--- src/rtl/wrlvl_pkg.sv ---
package wrlvl_pkg;
  localparam logic [2:0] OP_NOP   = 3'd0;
  localparam logic [2:0] OP_DESEL = 3'd1;
  localparam logic [2:0] OP_MRW   = 3'd2;
  localparam logic [2:0] MR1_SEL  = 3'd1;
  localparam int BIT_LVL  = 7;
  localparam int BIT_QOFF = 12;

  typedef struct packed {
    logic lvlOn;    // leveling mode active
    logic drvEn;    // leveling with outputs enabled
    logic capture;  // sample the clock level this cycle
  } lvlStrobes_t;

  function automatic logic rttLegal(input logic [2:0] code);
    return (code == 3'd1) || (code == 3'd2) || (code == 3'd3);
  endfunction
endpackage

--- src/rtl/wrlvl_ctrl.sv ---
module wrlvl_ctrl
  import wrlvl_pkg::*;
#(
  parameter int ADDR_W = 14
) (
  input  logic              clk,
  input  logic              rstN,
  input  logic [2:0]        cmdOp,
  input  logic [2:0]        cmdBank,
  input  logic [ADDR_W-1:0] cmdAddr,
  input  logic              odtIn,
  input  logic              strobeIn,
  output lvlStrobes_t       stb,
  output logic              rttStrobeEn,
  output logic              rttDataEn,
  output logic              illegalRtt,
  output logic              protoErr
);
  logic lvlMode, qOff, strobePrev, illegalQ, protoQ;
  logic isMr1, quietCmd;
  logic [2:0] rttCode;

  always_comb begin
    isMr1    = (cmdOp == OP_MRW) && (cmdBank == MR1_SEL);
    quietCmd = (cmdOp == OP_NOP) || (cmdOp == OP_DESEL);
    rttCode  = {cmdAddr[9], cmdAddr[6], cmdAddr[2]};
  end

  always_ff @(posedge clk or negedge rstN) begin
    if (!rstN) begin
      lvlMode    <= 1'b0;
      qOff       <= 1'b0;
      strobePrev <= 1'b0;
      illegalQ   <= 1'b0;
      protoQ     <= 1'b0;
    end else begin
      if (isMr1) begin
        lvlMode <= cmdAddr[BIT_LVL];
        qOff    <= cmdAddr[BIT_QOFF];
      end
      strobePrev <= strobeIn;
      illegalQ   <= isMr1 && cmdAddr[BIT_LVL] && !cmdAddr[BIT_QOFF] && !rttLegal(rttCode);
      protoQ     <= lvlMode && !quietCmd && !isMr1;
    end
  end

  always_comb begin
    stb.lvlOn   = lvlMode;
    stb.drvEn   = lvlMode && !qOff;
    stb.capture = lvlMode && strobeIn && !strobePrev;
    rttStrobeEn = odtIn;
    rttDataEn   = odtIn && !lvlMode;
    illegalRtt  = illegalQ;
    protoErr    = protoQ;
  end
endmodule

--- src/rtl/wrlvl_dpath.sv ---
module wrlvl_dpath
  import wrlvl_pkg::*;
#(
  parameter int DQ_W   = 8,
  parameter int WLO    = 4,
  parameter int SKEW   = 1,
  parameter bit ALL_DQ = 1'b0
) (
  input  logic            clk,
  input  logic            rstN,
  input  lvlStrobes_t     stb,
  input  logic            ckLevel,
  output logic [DQ_W-1:0] dqOut,
  output logic            dqOe
);
  localparam int LINE_D = WLO + (ALL_DQ ? SKEW : 0);

  logic capQ, nextCap;
  logic [LINE_D-1:0] line;

  always_comb begin
    if (!stb.lvlOn)       nextCap = 1'b0;
    else if (stb.capture) nextCap = ckLevel;
    else                  nextCap = capQ;
  end

  always_ff @(posedge clk or negedge rstN) begin
    if (!rstN) begin
      capQ <= 1'b0;
      line <= '0;
    end else begin
      capQ <= nextCap;
      if (!stb.lvlOn) begin
        line <= '0;
      end else begin
        line[0] <= nextCap;
        for (int j = 1; j < LINE_D; j++) line[j] <= line[j-1];
      end
    end
  end

  for (genvar i = 0; i < DQ_W; i++) begin : g_bit
    if (ALL_DQ || i == 0) begin : g_live
      localparam int TAP = WLO - 1 + (ALL_DQ ? (i % (SKEW + 1)) : 0);
      assign dqOut[i] = stb.drvEn & line[TAP];
    end else begin : g_low
      assign dqOut[i] = 1'b0;
    end
  end

  assign dqOe = stb.drvEn;
endmodule

--- src/rtl/wrlvl_echo.sv ---
module wrlvl_echo
  import wrlvl_pkg::*;
#(
  parameter int DQ_W   = 8,
  parameter int ADDR_W = 14,
  parameter int WLO    = 4,
  parameter int SKEW   = 1,
  parameter bit ALL_DQ = 1'b0
) (
  input  logic              clk,
  input  logic              rstN,
  input  logic [2:0]        cmdOp,
  input  logic [2:0]        cmdBank,
  input  logic [ADDR_W-1:0] cmdAddr,
  input  logic              odtIn,
  input  logic              strobeIn,
  input  logic              ckLevel,
  output logic [DQ_W-1:0]   dqOut,
  output logic              dqOe,
  output logic              rttStrobeEn,
  output logic              rttDataEn,
  output logic              illegalRtt,
  output logic              protoErr
);
  lvlStrobes_t stb;

  wrlvl_ctrl #(.ADDR_W(ADDR_W)) u_ctrl (
    .clk(clk), .rstN(rstN), .cmdOp(cmdOp), .cmdBank(cmdBank), .cmdAddr(cmdAddr),
    .odtIn(odtIn), .strobeIn(strobeIn), .stb(stb), .rttStrobeEn(rttStrobeEn),
    .rttDataEn(rttDataEn), .illegalRtt(illegalRtt), .protoErr(protoErr)
  );

  wrlvl_dpath #(.DQ_W(DQ_W), .WLO(WLO), .SKEW(SKEW), .ALL_DQ(ALL_DQ)) u_dpath (
    .clk(clk), .rstN(rstN), .stb(stb), .ckLevel(ckLevel), .dqOut(dqOut), .dqOe(dqOe)
  );
endmodule

--- config.mk ---
export PLATFORM = sky130hd
export DESIGN_NAME = wrlvl_echo
export DESIGN_NICKNAME = d
export VERILOG_FILES = /design/src/rtl/wrlvl_pkg.sv /design/src/rtl/wrlvl_ctrl.sv /design/src/rtl/wrlvl_dpath.sv /design/src/rtl/wrlvl_echo.sv
export SDC_FILE = /design/constraint.sdc
export NUM_CORES = 1
export LEC_CHECK = 0
export CAP_MARGIN = 20
export CORE_AREA = 2 2 39 41
export DETAILED_ROUTE_END_ITERATION = 8
export DIE_AREA = 0 0 41 43
export DONT_BUFFER_PORTS = 1
export SYNTH_ARGS = -nofsm -noshare
export SYNTH_HDL_FRONTEND = slang
export SYNTH_SLANG_ARGS = --single-unit
--- constraint.sdc ---
create_clock -name clk -period 2.6 [get_ports clk]
set_clock_uncertainty 0.1 [all_clocks]
set_input_delay 0.52 -clock clk [delete_from_list [all_inputs] [get_ports clk]]
set_output_delay 0.52 -clock clk [all_outputs]
set_load 0.03 [all_outputs]
# [Word level (Yosys, flattened, before mapping)]
# Cells that the tools add are included.
[totals] word_cells=38 inputBits=25 ff_bits=10
[op_classes] n_reduce_logical=21 n_bitwise=1 muxes=3 n_eq_ne=6
[op_table] cell="logical AND 1 bit" n=10
[op_table] cell="== test 3 x 1 -> 1 bit, second input constant" n=3
[op_table] cell="== test 3 x 2 -> 1 bit, second input constant" n=3
[op_table] cell="zero test 1 bit" n=7
[op_table] cell="2-to-1 mux 4 bit" n=1
[op_table] cell="zero test 3 bit" n=1
[op_table] cell="logical OR 1 bit" n=3
[op_table] cell="2-to-1 mux 1 bit" n=2
[op_table] cell="AND 1 bit" n=1

# [Logic depth before layout (Yosys ltp)]
# Gate-level depths: netlist (run 1).
[logic_depth] depth_word=5 mapped_depth=3

# [By module]
# Synthesis (run 1) repeated with hierarchy kept, for this count alone.
[hier_totals] hier_cells=38 hier_area_um2=446.7
[modules_own_cells] mod="wrlvl_ctrl" seq_area_each_um2=125.1 cells_each=19 instances=1 area_each_um2=241.5
[modules_own_cells] mod="wrlvl_dpath" seq_area_each_um2=100.1 cells_each=19 instances=1 area_each_um2=205.2

# [Worst setup path before layout (run 1)]
# No wires, ideal clock.
[synth_timing] path_type="reg2out" from="reg u_ctrl.lvlMode" to="out dqOut[0]" slack_ns=0.696 required_ns=1.980 t_arrival_ns=1.284 path_stages_with_launch=3 path_cell_list="dfrtp_1 > nor2b_1 > and2_1"
[synth_via] elab_chain_cells=2
[synth_lines] item="start, declared" line_no="wrlvl_ctrl.sv:19" text="logic lvlMode, qOff, strobePrev, illegalQ, protoQ;"
[synth_lines] item="start signal, assigned" line_no="wrlvl_ctrl.sv:38" text="lvlMode <= cmdAddr[BIT_LVL];"
[synth_lines] item="logical AND 1 bit" line_no="wrlvl_ctrl.sv:49" text="stb.drvEn = lvlMode && !qOff;"
[synth_lines] item="via dqOe" line_no="wrlvl_echo.sv:19" text="output logic dqOe,"
[synth_lines] item="AND 1 bit" line_no="wrlvl_dpath.sv:45" text="assign dqOut[i] = stb.drvEn & line[TAP];"
[synth_lines] item="end, declared" line_no="wrlvl_echo.sv:18" text="output logic [DQ_W-1:0] dqOut,"
# The timed path passes the listed nets, and every way through them passes these cells.

# [Worst setup path after layout (run 1)]
# Ends and elaborated chain as after synthesis.

==> metrics.md, run 1 <==
| Metric | Value |
|---|---|
| IO Pins | 38 |
| Multi-input logic area | 193 um2 |
| Hold WC Path Type | input pin to flip-flop |
| CP Data Required Time | 1.98 ns |
| Main flop type after synthesis | sky130_fd_sc_hd__dfrtp_1 |
| Unique cell type count in the Yosys netlist | 12 |
| Leakage power total | 0.254 nW |
| Via count of the first global-routing pass | 259 |
| Nature of the critical path startpoint | flip-flop |
| Number of cell rows | 14 |
| Portion of total power attributed to combinational logic | 17.2% |
| Fillers | 146 |
| Syn-to-layout area delta | 5.77% |
| Maximum capacitance violations | 0 |
| Cell internal pwr | 0.000231 W |
| Post-route total power | 0.000324 W |
| Portion of total power attributed to sequential cells | 50.9% |
| Crit. End Element | primary output |
| Unrepaired setup endpoints after global routing | no |
| Actual slew at the worst max-slew pin | 0.566 ns |
| Buffer depth of the longest clock path | 2 |
| DRT iter0 DRCs | 2 |
| Max Clk Rate | 0.510 GHz |
| Number of CTS-inserted buffers | 3 |
| Number of setup violations in the final report | 0 |
| Xor/xnor share of the synthesized area | 0% |
| Share of synthesized cell area in full adder, half adder and majority cells | 0% |
| Number of hold buffers added after CTS | 1 |
| Final Cycle Share | 75.5% |
| Final #Nets | 65 |
| Number of post-CTS setup repair buffers | 0 |
| Result of the run | finished, final reports clean |
| Largest area contributor in the netlist | sky130_fd_sc_hd__dfrtp_1 |
| Die W | 41 um |
| Psw | 0.0000926 W |
| Fraction of layout cells with a size suffix above 1 | 23.1% |
| CTS tree | yes |
| Via total after detailed routing | 241 |
| Total routing usage reported by global routing | 9.13% |
| Sequential cell area fraction in the yosys report | 49.5% |
| Synthesized-area fraction occupied by ao, oa, aoi and oai cells | 2.20% |
| Drt wl/cell | 12.0 um |
| Placer's final routability congestion estimate | 0.596 |
| Max Transition Viols Final | 0 |
| Detailed-route wire length | 661 um |
| Fraction of synthesis flops using an asynchronous set or reset pin | 100% |
| Max-slew headroom at the worst pin | 62.2% |
| Crit-path max FO | 8 |
| Ranking of synthesized cells by area | sky130_fd_sc_hd__dfrtp_1 49%, sky130_fd_sc_hd__buf_4 13%, sky130_fd_sc_hd__mux2_4 6.6%, sky130_fd_sc_hd__and2_1 5.5%, sky130_fd_sc_hd__nor2b_1 5.5% |
| Post-synth EDFFs | 0 |
| Total of buffers placed on input and output ports | 0 |
| Share of synthesized cell area in and, or, nand and nor gates | 25.5% |
| Area of the core | 0.00138 mm2 |
| Final number of hold-violating endpoints | 0 |
| Clock H-tree levels | 1 |
| Total negative slack for setup checks | 0 ns |
| Post-CTS clock slew at the launch and capture registers of the worst setup and hold paths | 0.06 ns |
| Post-Synthesis Mean Instance Area | 13.0 um2 |
| Total die area | 0.00176 mm2 |
| Die H | 43 um |
| Type of the worst setup path | flip-flop to primary output |
| Number of routed nets with antenna violations | 0 |
| Cell area after synthesis | 455 um2 |
| Proportion of netlist area held by the largest area contributor | 49.5% |
| Half-perimeter wire length after placement | 550 um |
| Number of synthesis warnings | 0 |
| Number of search-and-repair iterations in the first detailed-routing pass | 2 |
| Initial antenna violation count | 0 |
| Dominant combinational cell family by area after synthesis | simple AND/OR/NAND/NOR gates |
| Most numerous cell types in the synthesized netlist | 9 x sky130_fd_sc_hd__dfrtp_1, 8 x sky130_fd_sc_hd__buf_4, 4 x sky130_fd_sc_hd__and2_1, 4 x sky130_fd_sc_hd__nor2b_1 |
| Total overflow reported by the global router | 0 |
| Post-route design area | 482 um2 |
| Time the final worst path needs with I/O delays and setup | 1.96 ns |
| Sequential cell area | 225 um2 |
| Clock insertion delay at the later pin of the skew report | 0.25 ns |
| Number of instances in the synthesized netlist | 35 |
| Largest net degree at the start of global routing | 10 |
| Number of clock sinks | 9 |
| Inserted Diodes | 0 |
| Instance area at placement | 445 um2 |
| Root Buffer | sky130_fd_sc_hd__clkbuf_4 |
| Cell with the most instances after synthesis | sky130_fd_sc_hd__dfrtp_1 |
| Number of gates resized after cts | 0 |
| FF+latch count, synth | 9 |
| Mean number of vias per cell | 4.38 |
| P per Cell Area | 672 mW/mm2 |
| Initial standard-cell utilization of the core | 32.9% |
| Clock share of power | 31.9% |
| Multiplexer fraction of the synthesized cell area | 8.79% |
| DRC | 0 |
| Number of non-filler instances in the completed layout | 55 |
| Cell count after placement | 50 |
| First-pass GRT wire length | 959 um |
| Arrival time of the worst setup path | 1.34 ns |
| Net switching share of the total power | 28.6% |
| Peak supply drop | 0.000132 V |
-- cell families (layout without fill, tap and decap cells) --
| logic type | after synthesis | in the layout |
|---|---|---|
| other | 1 | 7 |
| flip-flops | 9 | 9 |
| multiplexers | 3 | 3 |
| AND/OR/NAND/NOR | 13 | 13 |
| buffers and inverters | 8 | 6 |
| AO/OA/AOI/OAI | 1 | 1 |
-- worst paths after layout --
| kind | startpoint | to | slack, ns | cells after the start |
|---|---|---|---|---|
| setup / recovery | u_ctrl.lvlMode$_DFFE_PN0N_ | dqOut[0] | 0.64 | 3 |
| hold / removal | strobeIn | u_ctrl.strobePrev$_DFF_PN0_ | 0.20 | 0 |
| setup reg to reg | u_ctrl.strobePrev$_DFF_PN0_ | u_dpath.line[0]$_DFF_PN0_ | 1.64 | 3 |
| hold reg to reg | u_dpath.line[2]$_DFF_PN0_ | u_dpath.line[3]$_DFF_PN0_ | 0.36 | 1 |
| max in group asynchronous | rstN | u_dpath.line[0]$_DFF_PN0_ | 1.61 | 1 |
| min in group asynchronous | rstN | u_ctrl.lvlMode$_DFFE_PN0N_ | 0.52 | 1 |
-- cells in the final DEF (no fill, tap or decap) --
master                          instances
sky130_fd_sc_hd__conb_1                 7
sky130_fd_sc_hd__nand3b_4               1
sky130_fd_sc_hd__mux2i_1                1
sky130_fd_sc_hd__nor2b_1                4
sky130_fd_sc_hd__o211a_1                1
sky130_fd_sc_hd__mux2_4                 2
sky130_fd_sc_hd__nor4b_2                1
sky130_fd_sc_hd__clkbuf_4               3
sky130_fd_sc_hd__clkbuf_1               1
sky130_fd_sc_hd__dfrtp_1                9
sky130_fd_sc_hd__and2_1                 4
sky130_fd_sc_hd__dlygate4sd3_1          1
sky130_fd_sc_hd__buf_4                  1
sky130_fd_sc_hd__nor2_1                 2
sky130_fd_sc_hd__nor4b_4                1
-- layer usage --
metal / part of all wire, % / global-route usage (%)
met3: 10 / 3.14
met2: 50 / 11.6
met5: 0 / 0
met4: 2.9 / 12.7
met1: 37 / 9.30
-- state kept, by name (all words and copies together) (netlist names) --
signal             flops
u_ctrl.protoErr        1
u_ctrl.lvlMode         1
u_ctrl.illegalRtt      1
u_ctrl.strobePrev      1
u_dpath.line           4
u_ctrl.qOff            1
-- worst max-delay path, stage by stage, from the launching register on --
cell and delay (ns):
sky130_fd_sc_hd__dfrtp_1 0.44, sky130_fd_sc_hd__nor2b_1 0.16, sky130_fd_sc_hd__buf_4 0.17, sky130_fd_sc_hd__and2_1 0.31
-- final cells by class --
class	instances	area share, %
Sequential cell	9	46.8
Multi-Input combinational cell	24	40.0
Clock buffer	4	5.45
Tap cell	16	4.16
Timing Repair Buffer	2	3.64
-- power by group through the flow --
stage | clock (W) | sequential, W | combinational, W
global route | 0.000110 | 0.000166 | 0.0000602
detailed placement | 0 | 0.000168 | 0.0000525
global placement | 0 | 0.000167 | 0.0000518
CTS | 0.000107 | 0.000165 | 0.0000563
floorplan | 0 | 0.000164 | 0.0000566
finish | 0.000103 | 0.000165 | 0.0000558
-- through the flow --
| stage | hold slack [ns] | setup slack (ns) | util (%) |
|---|---|---|---|
| 5_1_grt | 0.185 | 0.531 | 34.8 |
| 4_1_cts | 0.188 | 0.609 | 34.8 |
| 3_5_place_dp | 0.125 | 0.891 | 32.2 |
| 6_report | 0.195 | 0.638 | 34.8 |
| 3_3_place_gp | 0.125 | 0.896 | 32.2 |
| 2_1_floorplan | 0.124 | 0.696 | - |
(Power assumes the default switching activity.)
==> run 2, diff against run 1 <==
- ABC_AREA: default -> 1
- clock period: 2.6 -> 2 ns (I/O delays scaled with it)
==> run 2 against run 1 <==
Compared with the run above:
- non-clock buffer count increased by 1
- sequential share of layout area rose by 1.5 points
- highest routed layer unchanged
- first-iteration DRC count stayed put
- critical path type unchanged
- total power grew 31%
==> metrics.md, run 2 <==
| Metric | Value |
|---|---|
| Number of search-and-repair iterations in the first detailed-routing pass | 2 (unchanged) |
| Area of the core | 0.00138 mm2 (unchanged) |
| Root Buffer | sky130_fd_sc_hd__clkbuf_4 (unchanged) |
| Multi-input logic area | 136 um2 (was 193 um2) |
| Drt wl/cell | 9.48 um (was 12.0 um) |
| Leakage power total | 0.293 nW (was 0.254 nW) |
| Number of gates resized after cts | 0 (unchanged) |
| Crit-path max FO | 7 (was 8) |
| Number of cell rows | 14 (unchanged) |
| Ranking of synthesized cells by area | sky130_fd_sc_hd__dfrtp_1 52%, sky130_fd_sc_hd__buf_4 14%, sky130_fd_sc_hd__nand2_1 8.7%, sky130_fd_sc_hd__inv_1 7.8%, sky130_fd_sc_hd__nor2_1 6.9% (was sky130_fd_sc_hd__dfrtp_1 49%, sky130_fd_sc_hd__buf_4 13%, sky130_fd_sc_hd__mux2_4 6.6%, sky130_fd_sc_hd__and2_1 5.5%, sky130_fd_sc_hd__nor2b_1 5.5%) |
| Proportion of netlist area held by the largest area contributor | 52.0% (was 49.5%) |
| First-pass GRT wire length | 1220 um (was 959 um) |
| Type of the worst setup path | flip-flop to primary output (unchanged) |
| Number of clock sinks | 9 (unchanged) |
| Post-synth EDFFs | 0 (unchanged) |
| Total routing usage reported by global routing | 11.3% (was 9.13%) |
| Crit. End Element | primary output (unchanged) |
| Via total after detailed routing | 300 (was 241) |
| Final Cycle Share | 85.6% |
| Unrepaired setup endpoints after global routing | no (unchanged) |
| Cell internal pwr | 0.000291 W (was 0.000231 W) |
| Most frequent standard cell in the layout excluding fill and tap cells | sky130_fd_sc_hd__nand2_1 (was sky130_fd_sc_hd__dfrtp_1) |
| Initial standard-cell utilization of the core | 31.3% (was 32.9%) |
| Mean number of vias per cell | 4.11 (was 4.38) |
| DRC | 0 (unchanged) |
| DRT iter0 DRCs | 2 (unchanged) |
| Cell with the most instances after synthesis | sky130_fd_sc_hd__nand2_1 (was sky130_fd_sc_hd__dfrtp_1) |
| Clock H-tree levels | 1 (unchanged) |
| CP Data Required Time | 1.50 ns (was 1.98 ns) |
| Number of setup violations in the final report | 0 (unchanged) |
| Psw | 0.000134 W (was 0.0000926 W) |
| Largest area contributor in the netlist | sky130_fd_sc_hd__dfrtp_1 (unchanged) |
| Half-perimeter wire length after placement | 526 um (was 550 um) |
| Main flop type after synthesis | sky130_fd_sc_hd__dfrtp_1 (unchanged) |
| IO Pins | 38 (unchanged) |
| Clock insertion delay at the later pin of the skew report | 0.26 ns (was 0.25 ns) |
| Portion of total power attributed to sequential cells | 50.6% (was 50.9%) |
| Die H | 43 um (unchanged) |
| Hold WC Path Type | input pin to flip-flop (unchanged) |
| Net switching share of the total power | 31.6% (was 28.6%) |
| P per Cell Area | 910 mW/mm2 (was 672 mW/mm2) |
| Inserted Diodes | 0 (unchanged) |
| Result of the run | finished, final reports clean (unchanged) |
| Peak supply drop | 0.000340 V (was 0.000132 V) |
| Fraction of layout cells with a size suffix above 1 | 8.77% (was 23.1%) |
| Total of buffers placed on input and output ports | 0 (unchanged) |
| FF+latch count, synth | 9 (unchanged) |
| Unique cell type count in the Yosys netlist | 11 (was 12) |
| Arrival time of the worst setup path | 1.21 ns (was 1.34 ns) |
| Number of synthesis warnings | 0 (unchanged) |
| Nature of the critical path startpoint | flip-flop (unchanged) |
| Sequential cell area | 225 um2 (unchanged) |
| Top library cells by usage in the layout, fill and taps aside | 10 x sky130_fd_sc_hd__nand2_1, 9 x sky130_fd_sc_hd__inv_1, 9 x sky130_fd_sc_hd__dfrtp_1 (was 9 x sky130_fd_sc_hd__dfrtp_1, 7 x sky130_fd_sc_hd__conb_1, 4 x sky130_fd_sc_hd__and2_1, 4 x sky130_fd_sc_hd__nor2b_1, 3 x sky130_fd_sc_hd__clkbuf_4) |
| Post-CTS clock slew at the launch and capture registers of the worst setup and hold paths | 0.06 ns (about the same) |
| Time the final worst path needs with I/O delays and setup | 1.71 ns |
| Final #Nets | 83 (was 65) |
| Total overflow reported by the global router | 0 (unchanged) |
| Max Transition Viols Final | 0 (unchanged) |
| Portion of total power attributed to combinational logic | 16.1% (was 17.2%) |
| Number of instances in the synthesized netlist | 52 (was 35) |
| Max Clk Rate | 0.584 GHz |
| Number of CTS-inserted buffers | 3 (unchanged) |
| Fillers | 157 (was 146) |
| Post-route design area | 467 um2 (was 482 um2) |
| Clock share of power | 33.2% (was 31.9%) |
| CTS tree | yes (unchanged) |
| Buffer depth of the longest clock path | 2 (unchanged) |
| Most numerous cell types in the synthesized netlist | 10 x sky130_fd_sc_hd__nand2_1, 9 x sky130_fd_sc_hd__dfrtp_1, 9 x sky130_fd_sc_hd__inv_1, 8 x sky130_fd_sc_hd__buf_4, 8 x sky130_fd_sc_hd__nor2_1 (was 9 x sky130_fd_sc_hd__dfrtp_1, 8 x sky130_fd_sc_hd__buf_4, 4 x sky130_fd_sc_hd__and2_1, 4 x sky130_fd_sc_hd__nor2b_1) |
| Post-Synthesis Mean Instance Area | 8.33 um2 (was 13.0 um2) |
| Final number of hold-violating endpoints | 0 (unchanged) |
| Max-slew headroom at the worst pin | 64.0% (was 62.2%) |
| Sequential cell area fraction in the yosys report | 52.0% (was 49.5%) |
| Total negative slack for setup checks | 0 ns (unchanged) |
| Via count of the first global-routing pass | 289 (was 259) |
| Actual slew at the worst max-slew pin | 0.538 ns (was 0.566 ns) |
| Die W | 41 um (unchanged) |
| Detailed-route wire length | 692 um (was 661 um) |
| Register ranked first by flip-flop count | u_dpath.line (unchanged) |
| Number of routed nets with antenna violations | 0 (unchanged) |
| Syn-to-layout area delta | 7.80% (was 5.77%) |
| Max FFs per register | 4 (unchanged) |
| Initial antenna violation count | 0 (unchanged) |
| Maximum capacitance violations | 0 (unchanged) |
| Cell area after synthesis | 433 um2 (was 455 um2) |
| Instance area at placement | 430 um2 (was 445 um2) |
| Largest net degree at the start of global routing | 10 (unchanged) |
| Total die area | 0.00176 mm2 (unchanged) |
| Placer's final routability congestion estimate | 0.674 (was 0.596) |
| Fraction of synthesis flops using an asynchronous set or reset pin | 100% (unchanged) |
[run 2: layout make-up]
class,instances,area share (%)
Clock buffer,4,5.63
Inverter,9,7.24
Multi-Input combinational cell,32,29.2
Sequential cell,9,48.3
Tap cell,16,4.29
Timing Repair Buffer,3,5.36
[run 2: final timing paths]
kind | start | endpoint | slack (ns) | cells after the start
min in group asynchronous | rstN | u_ctrl.protoErr$_DFF_PN0_ | 0.40 | 1
setup reg to reg | u_ctrl.lvlMode$_DFFE_PN0N_ | u_dpath.line[0]$_DFF_PN0_ | 1.01 | 3
setup / recovery | u_ctrl.lvlMode$_DFFE_PN0N_ | dqOut[0] | 0.29 | 3
hold reg to reg | u_dpath.line[1]$_DFF_PN0_ | u_dpath.line[2]$_DFF_PN0_ | 0.34 | 2
hold / removal | strobeIn | u_ctrl.strobePrev$_DFF_PN0_ | 0.07 | 0
max in group asynchronous | rstN | u_ctrl.strobePrev$_DFF_PN0_ | 1.11 | 1
[run 2: critical path, cell delays in order, from the launching register on]
cell                      delay [ns]
sky130_fd_sc_hd__dfrtp_1        0.46
sky130_fd_sc_hd__inv_1          0.11
sky130_fd_sc_hd__nor3b_1        0.19
sky130_fd_sc_hd__buf_4          0.19
[run 2: cells by family (layout without fill, tap and decap cells)]
| logic type | after synthesis | in the layout | synth area share [%] |
|---|---|---|---|
| DFF | 9 | 9 | 52.0 |
| other | 1 | 7 | 0.866 |
| and+or+nand+nor | 23 | 23 | 22.5 |
| buffers and inverters | 17 | 16 | 21.7 |
| AOI/OAI and AO/OA | 2 | 2 | 2.89 |
[run 2: through the flow]
stage / hold WS (ns) / cells / worst slack, ns / utilization, % / total power, W
5_1_grt: 0.0422 / 73 / 0.172 / 33.7 / 0.000456
2_1_floorplan: 0.00441 / 58 / 0.282 / - / 0.000284
6_report: 0.0668 / 73 / 0.288 / 33.7 / 0.000425
3_5_place_dp: 0.00461 / 68 / 0.568 / 31.1 / 0.000284
3_3_place_gp: 0.00463 / 68 / 0.558 / 31.1 / 0.000282
4_1_cts: 0.0569 / 73 / 0.257 / 33.7 / 0.000435
[run 2: repair_timing]
action | CTS | global route
setup endpoints to repair | 0 | 0
hold endpoints to repair | 9 | 0
hold buffers | 1 | 0
setup buffers | 0 | 0
[run 2: power by group through the flow]
| stage | registers, W | clock network, W | logic, W |
|---|---|---|---|
| floorplan | 0.000215 | 0 | 0.0000693 |
| global placement | 0.000218 | 0 | 0.0000631 |
| detailed placement | 0.000219 | 0 | 0.0000642 |
| CTS | 0.000216 | 0.000149 | 0.0000697 |
| global route | 0.000218 | 0.000161 | 0.0000779 |
| finish | 0.000215 | 0.000141 | 0.0000685 |
[run 2: layer usage]
layer | global-route usage (%) | part of all wire, %
met5 | 0 | 0
met4 | 4.00 | 1.2
met3 | 9.95 | 9.5
met2 | 17.8 | 55
met1 | 9.67 | 35
